[config.mk]
export PLATFORM = sky130hd
export DESIGN_NAME = rns3_fwd_conv
export DESIGN_NICKNAME = d
export VERILOG_FILES = /design/src/rtl/rns3_pkg.sv /design/src/rtl/rns3_m1_add.sv /design/src/rtl/rns3_m3_addsub.sv /design/src/rtl/rns3_fwd_conv.sv
export SDC_FILE = /design/constraint.sdc
export NUM_CORES = 1
export LEC_CHECK = 0
export ABC_AREA = 1
export BUFFER_PORTS_ARGS = -buffer_cell sky130_fd_sc_hd__buf_2
export CAP_MARGIN = 20
export CORE_MARGIN = 8
export CORE_UTILIZATION = 40
export DETAILED_ROUTE_END_ITERATION = 6
export SETUP_SLACK_MARGIN = 0.05
export SLEW_MARGIN = 5
export SYNTH_ARGS = -nofsm -noshare
export SYNTH_HDL_FRONTEND = slang
export SYNTH_HIERARCHICAL = 1
export SYNTH_SLANG_ARGS = --single-unit
[constraint.sdc]
create_clock -name clk -period 0.95 [get_ports clk]
set_input_delay 0.0475 -clock clk [delete_from_list [all_inputs] [get_ports clk]]
set_output_delay 0.0475 -clock clk [all_outputs]
set_load 0.1 [all_outputs]
[src/rtl/rns3_pkg.sv]
`timescale 1ns/1ps
package rns3_pkg;

  // Operation performed by a modulo (2^W+1) adder stage
  typedef enum logic {
    M3_ADD = 1'b0,
    M3_SUB = 1'b1
  } m3_op_e;

endpackage

[src/rtl/rns3_m1_add.sv]
`timescale 1ns/1ps
// Modulo (2^W-1) adder with end-around carry.
// NORM=1 maps the redundant all-ones code (which stands for zero) to zero.
module rns3_m1_add #(
  parameter int unsigned W    = 8,
  parameter bit          NORM = 1'b0
) (
  input  logic [W-1:0] a,
  input  logic [W-1:0] b,
  output logic [W-1:0] s
);

  logic [W:0]   wide;
  logic [W-1:0] folded;

  // The carry out has weight 2^W, which is congruent to 1: add it back in.
  // a+b <= 2^(W+1)-2, so the folded value never overflows W bits.
  always_comb begin
    wide   = {1'b0, a} + {1'b0, b};
    folded = wide[W-1:0] + W'(wide[W]);
  end

  generate
    if (NORM) begin : g_norm
      assign s = (&folded) ? '0 : folded;
    end else begin : g_raw
      assign s = folded;
    end
  endgenerate

endmodule

[src/rtl/rns3_m3_addsub.sv]
`timescale 1ns/1ps
// Modulo (2^W+1) adder or subtractor on operands in [0, 2^W].
// One correction step: add the modulus if negative, subtract it if too large.
module rns3_m3_addsub
  import rns3_pkg::*;
#(
  parameter int unsigned W  = 8,
  parameter m3_op_e      OP = M3_ADD
) (
  input  logic [W:0] a,
  input  logic [W:0] b,
  output logic [W:0] s
);

  localparam int unsigned EW  = W + 3;
  localparam int unsigned M3I = (1 << W) + 1;
  localparam logic signed [EW-1:0] M3S = EW'(M3I);

  logic signed [EW-1:0] ea;
  logic signed [EW-1:0] eb;
  logic signed [EW-1:0] raw;
  logic signed [EW-1:0] fix;
  logic [EW-W-2:0]      unused_fix_hi;

  assign ea = $signed({2'b00, a});
  assign eb = $signed({2'b00, b});

  generate
    if (OP == M3_SUB) begin : g_sub
      assign raw = ea - eb;
    end else begin : g_add
      assign raw = ea + eb;
    end
  endgenerate

  always_comb begin
    if (raw < 0) begin
      fix = raw + M3S;
    end else if (raw >= M3S) begin
      fix = raw - M3S;
    end else begin
      fix = raw;
    end
  end

  assign {unused_fix_hi, s} = fix;

endmodule

[src/rtl/rns3_fwd_conv.sv]
`timescale 1ns/1ps
// Binary to residue converter for the moduli {2^2n-1, 2^2n, 2^2n+1}.
module rns3_fwd_conv
  import rns3_pkg::*;
#(
  parameter int unsigned N       = 4,
  parameter bit          REG_OUT = 1'b1
) (
  input  logic           clk,
  input  logic           rst_n,
  input  logic           in_valid,
  input  logic [6*N-1:0] in_word,
  output logic           out_valid,
  output logic [2*N-1:0] res_m1,
  output logic [2*N-1:0] res_pow,
  output logic [2*N:0]   res_m3
);

  localparam int unsigned W  = 2 * N;
  localparam int unsigned XW = 3 * W;

  // Slices: word = hi*2^(2W) + mid*2^W + lo
  logic [W-1:0] blk_hi;
  logic [W-1:0] blk_mid;
  logic [W-1:0] blk_lo;

  assign blk_hi  = in_word[XW-1:2*W];
  assign blk_mid = in_word[2*W-1:W];
  assign blk_lo  = in_word[W-1:0];

  // Modulo 2^W-1 path: hi + mid + lo
  logic [W-1:0] m1_part;
  logic [W-1:0] m1_c;

  rns3_m1_add #(.W(W), .NORM(1'b0)) m1_stage0_i (
    .a (blk_hi),
    .b (blk_mid),
    .s (m1_part)
  );

  rns3_m1_add #(.W(W), .NORM(1'b1)) m1_stage1_i (
    .a (m1_part),
    .b (blk_lo),
    .s (m1_c)
  );

  // Modulo 2^W+1 path: hi - mid + lo
  logic [W:0] m3_part;
  logic [W:0] m3_c;

  rns3_m3_addsub #(.W(W), .OP(M3_SUB)) m3_stage0_i (
    .a ({1'b0, blk_hi}),
    .b ({1'b0, blk_mid}),
    .s (m3_part)
  );

  rns3_m3_addsub #(.W(W), .OP(M3_ADD)) m3_stage1_i (
    .a (m3_part),
    .b ({1'b0, blk_lo}),
    .s (m3_c)
  );

  // Output stage
  generate
    if (REG_OUT) begin : g_reg
      logic         vld_q, vld_d;
      logic [W-1:0] m1_q,  m1_d;
      logic [W-1:0] pow_q, pow_d;
      logic [W:0]   m3_q,  m3_d;

      always_comb begin
        vld_d = in_valid;
        m1_d  = m1_q;
        pow_d = pow_q;
        m3_d  = m3_q;
        if (in_valid) begin
          m1_d  = m1_c;
          pow_d = blk_lo;
          m3_d  = m3_c;
        end
      end

      always_ff @(posedge clk or negedge rst_n) begin
        if (!rst_n) begin
          vld_q <= 1'b0;
        end else begin
          vld_q <= vld_d;
        end
      end

      always_ff @(posedge clk) begin
        m1_q  <= m1_d;
        pow_q <= pow_d;
        m3_q  <= m3_d;
      end

      assign out_valid = vld_q;
      assign res_m1    = m1_q;
      assign res_pow   = pow_q;
      assign res_m3    = m3_q;
    end else begin : g_comb
      assign out_valid = in_valid;
      assign res_m1    = m1_c;
      assign res_pow   = blk_lo;
      assign res_m3    = m3_c;
    end
  endgenerate

endmodule

==> metrics.cfg <==
[outcome]
outcome=finished, violations left
violations=design-rule violations, negative setup slack

[pwr]
combPwrFrac_pct=80.8
power_switching_w=0.00701
swShare_pct=50.8
pwr-share-seq_pct=14.3
p_leak_nw=3.45
ir_worst_vdd_mv=1.66
p_int_w=0.00678
power_density_mw_per_mm2=2070
pwr-share-clk_pct=4.9

[floorplan]
die_x_microns=115
die_area_sq_mm=0.0132
rows=36
fp.dieH_microns=115
start_util_pct=40.5
core_sq_mm=0.00964
ios=53

[worst_setup_path]
critical_path_required_ns=0.97
path_delay_family=simple AND/OR/NAND/NOR gates
cp_common_cell=nand2_2
start_kind=input pin
cp_max_fo=8
end_kind=flip-flop
cp_num_buf_inv=3
slowest_stage=fa_2
crit_start=in_word[16]
cpPeakStageDelay_ns=0.36
critPathKind=input pin to flip-flop
crit_arrival_ns=4.00

[synth]
synth_compound_area_share_pct=5.48
syn_inst=598
synth_top_family_by_area=simple AND/OR/NAND/NOR gates
yosys.area_share.simple_pct=46.1
ys_seq_elements=26
synth_edf_count=25
synth_cell_types=32
synthMuxAreaShare_pct=0
ys.warnings.count=6
synth_ff_type=edfxtp_1
syn-cell-area_sq_mm=0.00390
synth_xor_area_share_pct=2.47
synth_area_per_cell_sq_um=6.53
async_reset_ff_share_pct=3.85
synth_adder_area_share_pct=15.8
yosysSeqAreaShare_pct=19.9

[timing]
fin_crit_ns=3.99
postLayoutSetupSlackWorst_ns=-3.04
finalHoldViolCount=0
fmax_mhz=251
rsz0062_at_grt=yes
whs_ns=0.0791
setup_viol=17
slew_viol_final=0
period_share_pct=420

[placement]
place_area_sq_mm=0.00587
gp_congestion=0.859
dp_slack_ns=-3.37
dp.final_hpwl_microns=9220
placedCellCount=915
io_buffer_count=52

[cells_and_area]
layout_common_cells=169 x buf_4, 162 x nand2_1, 86 x inv_1, 57 x nand2_2, 56 x nand3_1
instances_no_fill=964
fin_nets=905
final_common_cell=buf_4
area_delta_synth_final_pct=70.6
layout-drive-gt1-share_pct=47.1
stdcell_area_sq_mm=0.00666

[drt]
antenna_left=0
met3_length_microns=399
vias_per_cell=4.77
wl_met1_microns=4880
wl_per_cell_microns=12.6
via_count=4600
maxUsedRoutingLayer=met4
drc=1
drt_first_pass_iters=7
drtIter0Drc=220
met2WireLength_microns=6570
wl_microns=12100

[global_route]
antenna_found_initial=0
grt-ovfl-total=0
track_usage_pct=18.0
grt_pass1_vias=4690
grt_pass1_wl_microns=19900
grt_max_degree=27

[clock_network]
cts.clk_slew.worst_paths_ns=0.08
cts.sinks=26
cts_tree=built
ctsHtreeMaxLevel=1
clock_path_buffers=2
cts_buffers=3
cts_root_buffer=clkbuf_8

[worst_hold_path]
min_path_type=input pin to asynchronous set/reset pin

[run]
max_cap_violations=0

-- power groups by stage --
| stage | logic, W | registers [W] | clock network (W) |
|---|---|---|---|
| global placement | 0.00939 | 0.00199 | 0 |
| floorplan | 0.00390 | 0.00405 | 0 |
| finish | 0.0111 | 0.00197 | 0.000675 |
| global route | 0.0120 | 0.00201 | 0.000737 |
| CTS | 0.0102 | 0.00199 | 0.000691 |
| detailed placement | 0.00959 | 0.00201 | 0 |
-- flip-flops by register name, summed over array words and instances (netlist names) --
register,cells
res_m3,9
res_pow,8
res_m1,8
out_valid,1
-- cells by family (layout without fill, tap and decap cells) --
group / Yosys count / in the layout
xor+xnor: 11 / 11
compound gates: 38 / 38
buf+inv: 104 / 332
simple gates: 371 / 373
fa+ha+maj: 47 / 47
other cells: 1 / 4
flops: 26 / 26
-- synthesized netlist by cell type, types with 8 or more instances --
cell type,instances,area [sq um]
nand2_1,196,736
inv_1,95,357
nand3_1,64,320
ha_1,43,538
nor2_1,27,101
a21oi_1,26,130
nand2_2,26,163
edfxtp_1,25,751
nand4_1,14,87.6
nand3_2,12,120
xor2_1,10,87.6
inv_2,8,30.0
nor2_2,8,50.1
-- path summary, 6_finish.rpt --
| path | endpoint | slack [ns] | depth (start not counted) |
|---|---|---|---|
| worst min-delay path | out_valid$_DFF_PN0_ | 0.08 | 2 |
| max in group asynchronous | out_valid$_DFF_PN0_ | 0.78 | 2 |
| min in group clk | res_pow[2]$_DFFE_PP_ | 0.11 | 2 |
| worst max-delay path | res_m1[4]$_DFFE_PP_ | -3.04 | 35 |
-- through the flow --
stage / total power [W] / setup TNS (ns) / util (%)
after detailed placement: 0.0116 / -54.45 / 60.9
after CTS: 0.0129 / -46.11 / 65.3
after global placement: 0.0114 / -52.25 / 60.9
after floorplan: 0.00795 / -47.03 / -
final: 0.0138 / -48.45 / 69.1
after global routing: 0.0148 / -52.76 / 69.1
-- final cells by class --
class,count,area [sq um]
multi-input combinational,472,3260
fill,797,2980
timing repair buffer,225,2000
sequential,26,777
inverter,103,399
tap,133,166
clock buffer,4,55.1
antenna,1,2.50
-- layer usage --
layer	up-vias	global-route usage [%]
li1	2386	-
met1	2078	18.7
met2	104	36.8
met3	32	1.68
met4	0	5.43
met5	-	0
-- repair_timing --
action | in CTS | in global routing
cloned | 2 | 0
endpoints found under the setup margin | 43 | 43
buffers inserted | 28 | 14
hold buffers | 1 | 0
endpoints found under the hold margin | 1 | 0
pin swaps | 48 | 52
gates resized for setup | 36 | 55
Power figures use the tool's default switching activity.
